`src/rtl/quiesce_pkg.sv`:
```
package quiesce_pkg;
  typedef enum logic [1:0] {
    QS_IDLE  = 2'd0,
    QS_WAIT  = 2'd1,
    QS_CHECK = 2'd2
  } qs_state_e;
endpackage

```
`src/rtl/quiesce_tick_timer.sv`:
```
// Counts millisecond ticks during the wait and flags the last one of the window.
module quiesce_tick_timer #(
  parameter int WAIT_MS = 100
) (
  input  logic clk,
  input  logic rst_n,
  input  logic arm_i,
  input  logic run_i,
  input  logic tick_i,
  output logic last_tick_o
);
  localparam int CNT_W = (WAIT_MS > 1) ? $clog2(WAIT_MS) : 1;
  localparam logic [CNT_W-1:0] LIMIT = CNT_W'(WAIT_MS - 1);

  logic [CNT_W-1:0] cnt_q;

  always_ff @(posedge clk) begin
    if (!rst_n)                cnt_q <= '0;
    else if (arm_i)            cnt_q <= '0;
    else if (run_i && tick_i && cnt_q != LIMIT) cnt_q <= cnt_q + 1'b1;
  end

  assign last_tick_o = run_i && tick_i && (cnt_q == LIMIT);

  // the count never leaves the timeout window
  p_cnt_in_window_r6: assert property (@(posedge clk) disable iff (!rst_n)
    cnt_q <= LIMIT);
endmodule

```
`src/rtl/quiesce_seq.sv`:
```
// Handshake sequencer: idle bypass, wait on tick-sampled acknowledge, check phase.
module quiesce_seq
  import quiesce_pkg::*;
(
  input  logic clk,
  input  logic rst_n,
  input  logic cmd_i,
  input  logic idle_i,
  input  logic ack_i,
  input  logic tick_i,
  input  logic last_tick_i,
  output logic busy_o,
  output logic accept_o,
  output logic arm_o,
  output logic run_o,
  output logic skip_o,
  output logic finish_o,
  output logic req_o
);
  qs_state_e state_q, state_d;
  logic      req_q;

  assign busy_o   = (state_q != QS_IDLE);
  assign accept_o = (state_q == QS_IDLE) && cmd_i;
  assign skip_o   = accept_o && idle_i;
  assign arm_o    = accept_o && !idle_i;
  assign run_o    = (state_q == QS_WAIT);
  assign finish_o = (state_q == QS_CHECK);

  always_comb begin
    state_d = state_q;
    unique case (state_q)
      QS_IDLE:  if (arm_o) state_d = QS_WAIT;
      QS_WAIT:  if (tick_i && (ack_i || last_tick_i)) state_d = QS_CHECK;
      QS_CHECK: state_d = QS_IDLE;
      default:  state_d = QS_IDLE;
    endcase
  end

  always_ff @(posedge clk) begin
    if (!rst_n) begin
      state_q <= QS_IDLE;
      req_q   <= 1'b0;
    end else begin
      state_q <= state_d;
      if (arm_o)         req_q <= 1'b1;
      else if (finish_o) req_q <= 1'b0;
    end
  end

  assign req_o = req_q;

  // a tick carrying the acknowledge ends the wait
  p_ack_ends_wait_r5: assert property (@(posedge clk) disable iff (!rst_n)
    (state_q == QS_WAIT && tick_i && ack_i) |=> (state_q == QS_CHECK));
  // without a tick the wait continues whatever the acknowledge does
  p_no_tick_holds_r4: assert property (@(posedge clk) disable iff (!rst_n)
    (state_q == QS_WAIT && !tick_i) |=> (state_q == QS_WAIT));
  // the request is only up while a handshake runs
  p_req_in_handshake_r3: assert property (@(posedge clk) disable iff (!rst_n)
    req_q |-> (state_q != QS_IDLE));
endmodule

```
`src/rtl/quiesce_flags.sv`:
```
// Completion pulse and sticky failure flag.
module quiesce_flags (
  input  logic clk,
  input  logic rst_n,
  input  logic accept_i,
  input  logic skip_i,
  input  logic finish_i,
  input  logic idle_i,
  output logic done_o,
  output logic fail_o
);
  logic done_q, fail_q;

  always_ff @(posedge clk) begin
    if (!rst_n) begin
      done_q <= 1'b0;
      fail_q <= 1'b0;
    end else begin
      done_q <= skip_i || finish_i;
      if (accept_i)      fail_q <= 1'b0;
      else if (finish_i) fail_q <= !idle_i;
    end
  end

  assign done_o = done_q;
  assign fail_o = fail_q;

  // the failure flag only moves on a command or a completion
  p_fail_sticky_r8: assert property (@(posedge clk) disable iff (!rst_n)
    (!accept_i && !finish_i) |=> $stable(fail_q));
  // a completion with a busy port leaves the flag set
  p_fail_on_busy_port_r7: assert property (@(posedge clk) disable iff (!rst_n)
    (finish_i && !idle_i) |=> (fail_q && done_q));
endmodule

```
`src/rtl/port_quiesce_ctrl.sv`:
```
module port_quiesce_ctrl #(
  parameter int WAIT_MS = 100
) (
  input  logic clk,
  input  logic rst_n,
  input  logic halt_cmd_i,
  input  logic ms_tick_i,
  input  logic port_ack_i,
  input  logic port_idle_i,
  output logic halt_req_o,
  output logic done_o,
  output logic fail_o
);
  logic busy_w, accept_w, arm_w, run_w, skip_w, finish_w, last_tick_w;

  quiesce_tick_timer #(.WAIT_MS(WAIT_MS)) u_timer (
    .clk         (clk),
    .rst_n       (rst_n),
    .arm_i       (arm_w),
    .run_i       (run_w),
    .tick_i      (ms_tick_i),
    .last_tick_o (last_tick_w)
  );

  quiesce_seq u_seq (
    .clk         (clk),
    .rst_n       (rst_n),
    .cmd_i       (halt_cmd_i),
    .idle_i      (port_idle_i),
    .ack_i       (port_ack_i),
    .tick_i      (ms_tick_i),
    .last_tick_i (last_tick_w),
    .busy_o      (busy_w),
    .accept_o    (accept_w),
    .arm_o       (arm_w),
    .run_o       (run_w),
    .skip_o      (skip_w),
    .finish_o    (finish_w),
    .req_o       (halt_req_o)
  );

  quiesce_flags u_flags (
    .clk      (clk),
    .rst_n    (rst_n),
    .accept_i (accept_w),
    .skip_i   (skip_w),
    .finish_i (finish_w),
    .idle_i   (port_idle_i),
    .done_o   (done_o),
    .fail_o   (fail_o)
  );

  // an already idle port completes without any request
  p_skip_no_req_r2: assert property (@(posedge clk) disable iff (!rst_n)
    (halt_cmd_i && !busy_w && port_idle_i) |=> (done_o && !halt_req_o && !fail_o));
  // the request is withdrawn exactly when completion is signalled
  p_drop_with_done_r5: assert property (@(posedge clk) disable iff (!rst_n)
    $fell(halt_req_o) |-> done_o);
  // a command during a handshake does not disturb it
  p_busy_ignore_r9: assert property (@(posedge clk) disable iff (!rst_n)
    (halt_cmd_i && busy_w && !finish_w) |=> (busy_w && !done_o));
  // a completion pulse is not repeated without a new command
  p_done_single_r10: assert property (@(posedge clk) disable iff (!rst_n)
    (done_o && !halt_cmd_i) |=> !done_o);
endmodule

```
`config.mk`:
```
export PLATFORM = sky130hd
export DESIGN_NAME = port_quiesce_ctrl
export DESIGN_NICKNAME = d
export VERILOG_FILES = /design/src/rtl/quiesce_pkg.sv /design/src/rtl/quiesce_tick_timer.sv /design/src/rtl/quiesce_seq.sv /design/src/rtl/quiesce_flags.sv /design/src/rtl/port_quiesce_ctrl.sv
export SDC_FILE = /design/constraint.sdc
export NUM_CORES = 1
export LEC_CHECK = 0
export CAP_MARGIN = 20
export CORE_AREA = 2 2 39 41
export DETAILED_ROUTE_END_ITERATION = 6
export DIE_AREA = 0 0 41 43
export DONT_BUFFER_PORTS = 1
export PLACE_DENSITY_LB_ADDON = 0.15
export SLEW_MARGIN = 5
export SYNTH_ARGS = -nofsm -noshare
export SYNTH_HDL_FRONTEND = slang
export SYNTH_HIERARCHICAL = 1
export SYNTH_SLANG_ARGS = --single-unit
export TNS_END_PERCENT = 50
```
`constraint.sdc`:
```
create_clock -name clk -period 1.3 [get_ports clk]
set_input_delay 0.195 -clock clk [delete_from_list [all_inputs] [get_ports clk]]
set_output_delay 0.195 -clock clk [all_outputs]
set_load 0.05 [all_outputs]
```
==> results.md, run 1 <==
* CTS tree: done
* Yosys warnings at 6
* RSZ-0062 raised after global routing: true
* Commonest non-fill, non-tap cell in the layout: buf_4
* Cts bufs inserted at 3
* Fillers at roughly 140
* Core Area at between 1000 and 1500 µm²
* Layout Skew at 0.00283 ns
* Leakage at 0.279 nW
* Final wirelength at approximately 1.1 mm
* Site Rows at 14
* Hold Slack at about 0.015 ns
* Die Y at around 43 µm
* Detail Route Antenna Nets at 0
* Adder-cell area share of the yosys netlist at under 10%
* CP endpoint: u_seq/state_q[1]
* Post-synthesis mux area share at between 3 and 4%
* I/O pin count at 9
* Post-Synth Simple-Gate Area at approximately a third
* M3 GR Usage at ~6.3%
* Number of synthesized flops with an enable pin at 0
* Clk sinks at 12
* HP Class: primary input to flip-flop
* Tot GR Track Use at about 16%
* # DRC at 0
* Register bit total from synthesis at 12
* DPL Wire Length at 904 µm
* VDD IR max at between 0.5 and 0.6 mV
* Root Buffer: clkbuf_4
* Worst setup path category: flip-flop to flip-flop
* Slew Limit Fails at 0
* P&R area growth vs syn at 27.0%
* H-Tree Level Count at 1
* Fmax at ~0.80 GHz
* Async SR Flop Fraction at 0%
* Largest net degree at the start of global routing at 7
* Wire length per cell at ~12 µm
* Share of cells above drive strength 1 at between 40% and 50%
* Drt pass-1 iters at 4
* Clk buf depth at 2
* Mapped Area at 593 µm²
* Worst reg2reg setup slack at 0.05 ns
* Share of the clock period used by the worst path at about 96%
* First-pass GRT wire length at slightly below 2 mm
* Final Wtd Congestion at 0.799
* Vias at 500
* Fin nets at 89
* Min Tclk post-route at between 1 and 1.5 ns
* Area of the multi-input gates at about 380 µm²
* Cells after synthesis at 67
* Worst EP arrival at about 1.4 ns
* Synthesized Nets at 74
* Remaining Overflow, GRT at 0
* Post-place setup slack at -0.0149 ns
* Worst reg2reg endpoint: u_seq/state_q[1]
* Area of the die at approximately 1800 µm²
* Layout Cells excl Fill at 96
* Hold Path Origin: port_idle_i
* Most frequent cells in the layout: buf_4, dfxtp_1, nand2_1
* Slew at the pin with the worst max-slew slack at ~0.48 ns
* Pwr per Cell Area at approximately 910 nW/µm²
* Initial core utilization at roughly 43%
* Met1 GRT Util at about 22%
* Syn_area_per_cell at between 8 and 9 µm²
* Final setup viols at 0
* Initial drt markers at 5
* Fin area at about 750 µm²
* Fin worst setup slack at about 0.046 ns
* DP Cell Count at 92
* CP startpoint kind: flip-flop
* Synth Area in Compound Gates at 18.1%
* Met2 usage at a little under a quarter
* Ys flop type: dfxtp_1
* Worst-path fanout max at 3
* Initial antenna violation count at 0
* Global route hottest layer: met2
* Via density at ~5.2
* Register cell area after layout at around 250 µm²
* Reg clk slew, reported paths at about 0.070 ns
* Critical Path Sink Type: flip-flop
* Library cells used by synthesis at 28
* CP Data Required Time at about 1.5 ns
* Outcome: finished clean
* Slew headroom at 67.9%
* XOR/XNOR Fraction of Synth Area at 0%
* Max Cap Viol at 0
* Clock Latency Late Sink at around 0.26 ns
* Area post-placement at approximately 680 µm²
* Reg-to-reg startpoint: u_timer/cnt_q[0]
* Vias in the first global route at 486
* Count of final hold-check violations at 0
* Largest family of logic cells by synthesized area: simple AND/OR/NAND/NOR gates
* Worst Setup SP: u_timer/cnt_q[0]
* FF-to-FF path depth at 6
* Antenna diode count at 0
* PortBufs at 0
* Seq/Total Area, Yosys at 40.5%
* Horiz. Die Dim at between 40 and 50 µm
-- sequential cells by signal (all words and copies together) (netlist names) --
signal          flops
u_timer/cnt_q       7
u_flags/fail_o      1
u_flags/done_o      1
u_seq/state_q       2
u_seq/req_o         1
-- where the power goes --
group	internal, W	switching [W]	total (W)
registers	0.000375	0.0000113	0.000386
logic	0.0000382	0.0000417	0.0000798
clock network	0.000107	0.000116	0.000223
total	0.000520	0.000169	0.000689
-- worst max-delay path: stages, from the launching register on --
cell,delay [ns]
dfxtp_2,0.32
ha_2,0.19
and2_4,0.16
nand2_1,0.05
nor2_1,0.04
o211a_1,0.24
and2b_1,0.15
-- area by class of cell --
cell class | count | share of cell area, %
timing repair buffer | 10 | 9.97
inverter | 3 | 1.50
multi-input combinational | 52 | 49.8
tap | 16 | 2.66
sequential | 12 | 33.1
clock buffer | 3 | 2.99
-- kinds of logic after synthesis --
group	Yosys count
adders and majority gates	1
AOI/OAI and AO/OA	15
buffers and inverters	3
DFF	12
and+or+nand+nor	34
muxes	2
-- layer usage --
layer | up-vias | routed length [µm]
met5 | - | 0
met4 | 0 | 0
met3 | 0 | 31
met2 | 5 | 549
met1 | 225 | 556
li1 | 270 | -
-- stage by stage --
step | utilization [%] | setup TNS (ns) | total power [W]
after floorplan | - | -0.00214 | 0.000445
after global placement | 49.4 | -0.00531 | 0.000468
after detailed placement | 49.4 | -0.0314 | 0.000469
after CTS | 51.4 | 0 | 0.000698
after global routing | 54.4 | -0.125 | 0.000718
final | 54.4 | 0 | 0.000689
-- synth_stat cells, types with 2 or more instances --
| cell type | instances | area share, % |
|---|---|---|
| a21oi_1 | 5 | 4.2 |
| dfxtp_1 | 12 | 41 |
| inv_1 | 3 | 1.9 |
| mux2i_1 | 2 | 3.4 |
| nand2_1 | 7 | 4.4 |
| nand2b_1 | 3 | 3.2 |
| nand3_1 | 2 | 1.7 |
| nor2_1 | 7 | 4.4 |
| o21ai_0 | 4 | 3.4 |
| or3_1 | 4 | 4.2 |
-- worst min path at each step --
stage | endpoint | slack [ns] | cells past startpoint
floorplan | u_flags/fail_o | 0.30 | 1
global placement | u_flags/fail_o | 0.30 | 1
finish | u_flags/fail_o | 0.01 | 1
CTS | u_flags/fail_o | 0.02 | 1
detailed placement | u_flags/fail_o | 0.31 | 1
global route | u_flags/fail_o | 0.01 | 1
-- timing repair --
action | CTS | global route
hold buffers | 0 | 0
pin swaps | 2 | 7
buffers inserted | 0 | 1
gates resized for setup | 3 | 12
hold endpoints to repair | 0 | 0
endpoints found under the setup margin | 5 | 7
Note: power is estimated with default switching activity, not from simulation.
==> run 2, diff against run 1 <==
CTS_CLUSTER_SIZE = 25   (was unset)
SYNTH_HIERARCHICAL = unset   (was 1)
==> run 2 against run 1 <==
Effect of this change: via count is 1.4% higher; worst hold slack better by 0.032 ns; sequential share of layout area is 1.1 points higher; critical endpoint is now u_seq.state_q[0]; largest power group unchanged.
==> results.md, run 2 <==
* Root Buffer: clkbuf_4
* HP Class: primary input to flip-flop
* Pwr per Cell Area at 943 nW/µm² (+3.0%)
* Share of cells above drive strength 1 at 31.1% (-10 points)
* Detail Route Antenna Nets at 0 (unchanged)
* Final wirelength at 1.22 mm (+7.7%)
* Regs by FF count: u_timer.cnt_q: 7 flops, u_seq.state_q: 2 flops
* Worst EP arrival at 1.46 ns (+0.05 ns)
* Slew Limit Fails at 0 (unchanged)
* P&R area growth vs syn at 22.0%
* Yosys warnings at 0 (-6)
* Synthesized Nets at 71 (-4.1%)
* Syn_area_per_cell at 9.15 µm² (+3.4%)
* Post-synth top cells: dfxtp_1, a21oi_1, o21ai_0
* PortBufs at 0 (unchanged)
* Site Rows at 14 (unchanged)
* Min Tclk post-route at 1.24 ns (-0.0132 ns)
* Tot GR Track Use at 17.2% (+0.86 points)
* Reg-to-reg startpoint: u_seq.state_q[1]
* Area contributors post-synth: dfxtp_1, a21oi_1, o21ai_0
* Worst Setup SP: u_seq.state_q[1]
* Fmax at 0.806 GHz (+1.1%)
* CTS tree: done
* Critical Path Sink Type: flip-flop
* Horiz. Die Dim at 41 µm (unchanged)
* Cells after synthesis at 64 (-4.5%)
* Clock Latency Late Sink at 0.27 ns (about the same)
* Most frequent cell after synthesis: dfxtp_1
* Leading area contributor after synthesis: dfxtp_1
* Reg clk slew, reported paths at 0.07 ns (about the same)
* Initial core utilization at 42.3% (-0.54 points)
* Die Y at 43 µm (unchanged)
* Top reg by flops: u_timer.cnt_q
* Cts bufs inserted at 3 (unchanged)
* Ys flop type: dfxtp_1
* CP Data Required Time at 1.52 ns (+0.06 ns)
* # DRC at 0 (unchanged)
* Final Core Density at 51.6% (-2.8 points)
* Max Cap Viol at 0 (unchanged)
* VDD IR max at 0.549 mV (+3.3%)
* Leakage at 0.251 nW (-10%)
* Area of the die at 1760 µm² (unchanged)
* Final setup viols at 0 (unchanged)
* Drt pass-1 iters at 4 (unchanged)
* Total power at 0.000674 W (-2.3%)
* I/O pin count at 9 (unchanged)
* Clk sinks at 12 (unchanged)
* Vias at 507 (+1.4%)
* Core Area at 1380 µm² (unchanged)
* Slew at the pin with the worst max-slew slack at 0.470 ns (-0.0110 ns)
* Antenna diode count at 0 (unchanged)
* H-Tree Level Count at 1 (unchanged)
* CP startpoint kind: flip-flop
* First-pass GRT wire length at 1.97 mm (+1.4%)
* Async SR Flop Fraction at 0% (unchanged)
* Post-place setup slack at 0.0338 ns (+0.0486 ns)
* DP Cell Count at 86 (-6.5%)
* Wire length per cell at 13.6 µm (+15%)
* Hold Slack at 0.0469 ns (+0.0321 ns)
* Slew headroom at 68.6% (+0.74 points)
* Via density at 5.63 (+8.2%)
* Count of final hold-check violations at 0 (unchanged)
* Final Wtd Congestion at 0.772 (-3.5%)
* Register bit total from synthesis at 12 (unchanged)
* RSZ-0062 raised after global routing: true
* Largest net degree at the start of global routing at 13 (+6)
* Layout Cells excl Fill at 90 (-6.3%)
* Number of synthesized flops with an enable pin at 0 (unchanged)
* Worst-path fanout max at 6 (+3)
* Mapped Area at 586 µm² (-1.3%)
* Clk buf depth at 2 (unchanged)
* Layout Skew at 0.000805 ns (-0.00202 ns)
* Worst setup path category: flip-flop to flip-flop
* Hold Path Origin: rst_n
* Fin nets at 83 (-6.7%)
* Share of the clock period used by the worst path at 95.4% (-1.0 points)
* Remaining Overflow, GRT at 0 (unchanged)
* Fin worst setup slack at 0.0593 ns (+0.0132 ns)
* Seq/Total Area, Yosys at 41.0% (+0.52 points)
* Initial drt markers at 8 (+3)
* Initial antenna violation count at 0 (unchanged)
* Largest register FFs at 7 (unchanged)
* Synth top area share at 41.0% (+0.52 points)
* Library cells used by synthesis at 25 (-11%)
* Post-CTS setup buffers at 0 (unchanged)
* DPL Wire Length at 842 µm (-6.8%)
* Outcome: finished clean
* Fillers at 135 (unchanged)
* Vias in the first global route at 460 (-5.3%)
* Most frequent cells in the layout: buf_4, dfxtp_1, o21ai_0
## run 2: cell types whose count changed after synthesis, moves of 3 or more
cell      change
nor2_1        -6
nand2_1       -3
nand2b_1      -3
nand3b_1      +3
## run 2: worst paths after layout
check,cells past startpoint,slack [ns],end
worst max-delay path,3,0.06,u_seq.state_q[0]
worst min-delay path,1,0.05,u_seq.state_q[0]
worst max register to register,3,0.06,u_seq.state_q[0]
worst min register to register,2,0.48,u_seq.req_o
## run 2: what timing repair did
action	CTS	global route
hold buffers	0	0
setup endpoints to repair	0	7
resized for setup	0	10
hold endpoints to repair	0	0
## run 2: critical path, stage by stage (launching register included)
cell and delay, ns:
dfxtp_2 0.35, or4b_4 0.58, o21ai_0 0.10, o211a_1 0.16
## run 2: final cells by class
class                   count  area [µm²]  area share, %
clock buffers               3        22.5           3.15
inverters                   2        7.51           1.05
multi-input cells          48         353           49.4
flip-flops and latches     12         244           34.2
well taps                  16        20.0           2.80
repair buffers              9        67.6           9.46
## run 2: kinds of logic (layout without fill, tap and decap cells)
| logic type | after synthesis | after routing | share of synthesized area, % |
|---|---|---|---|
| adders and majority gates | 1 | 1 | 2.14 |
| muxes | 2 | 2 | 3.42 |
| AOI/OAI and AO/OA | 19 | 19 | 19.7 |
| DFF | 12 | 12 | 41.0 |
| and+or+nand+nor | 25 | 26 | 28.0 |
| buffers and inverters | 5 | 14 | 5.77 |
## run 2: report_power, final
part           leakage [nW]  internal (W)  switching [W]
Clock                0.0138      0.000107       0.000119
Combinational         0.138     0.0000276      0.0000327
Sequential           0.0987      0.000375      0.0000117
Total                 0.251      0.000510       0.000163
## run 2: through the flow
stage                     area [µm²]  TNS, ns
after detailed placement         647        0
after floorplan                  586        0
final                            714        0
after CTS                        669        0
after global routing             714  -0.0239
after global placement           647        0
## run 2: per-layer routing
metal | vias up | wire length (µm) | part of all wire (%) | global-route usage [%]
met2 | 10 | 546 | 45 | 21.9
met4 | 0 | 34 | 2.8 | 14.0
li1 | 265 | - | - | -
met3 | 4 | 30 | 2.5 | 4.19
met1 | 228 | 613 | 50 | 23.5
met5 | - | 0 | 0 | 0
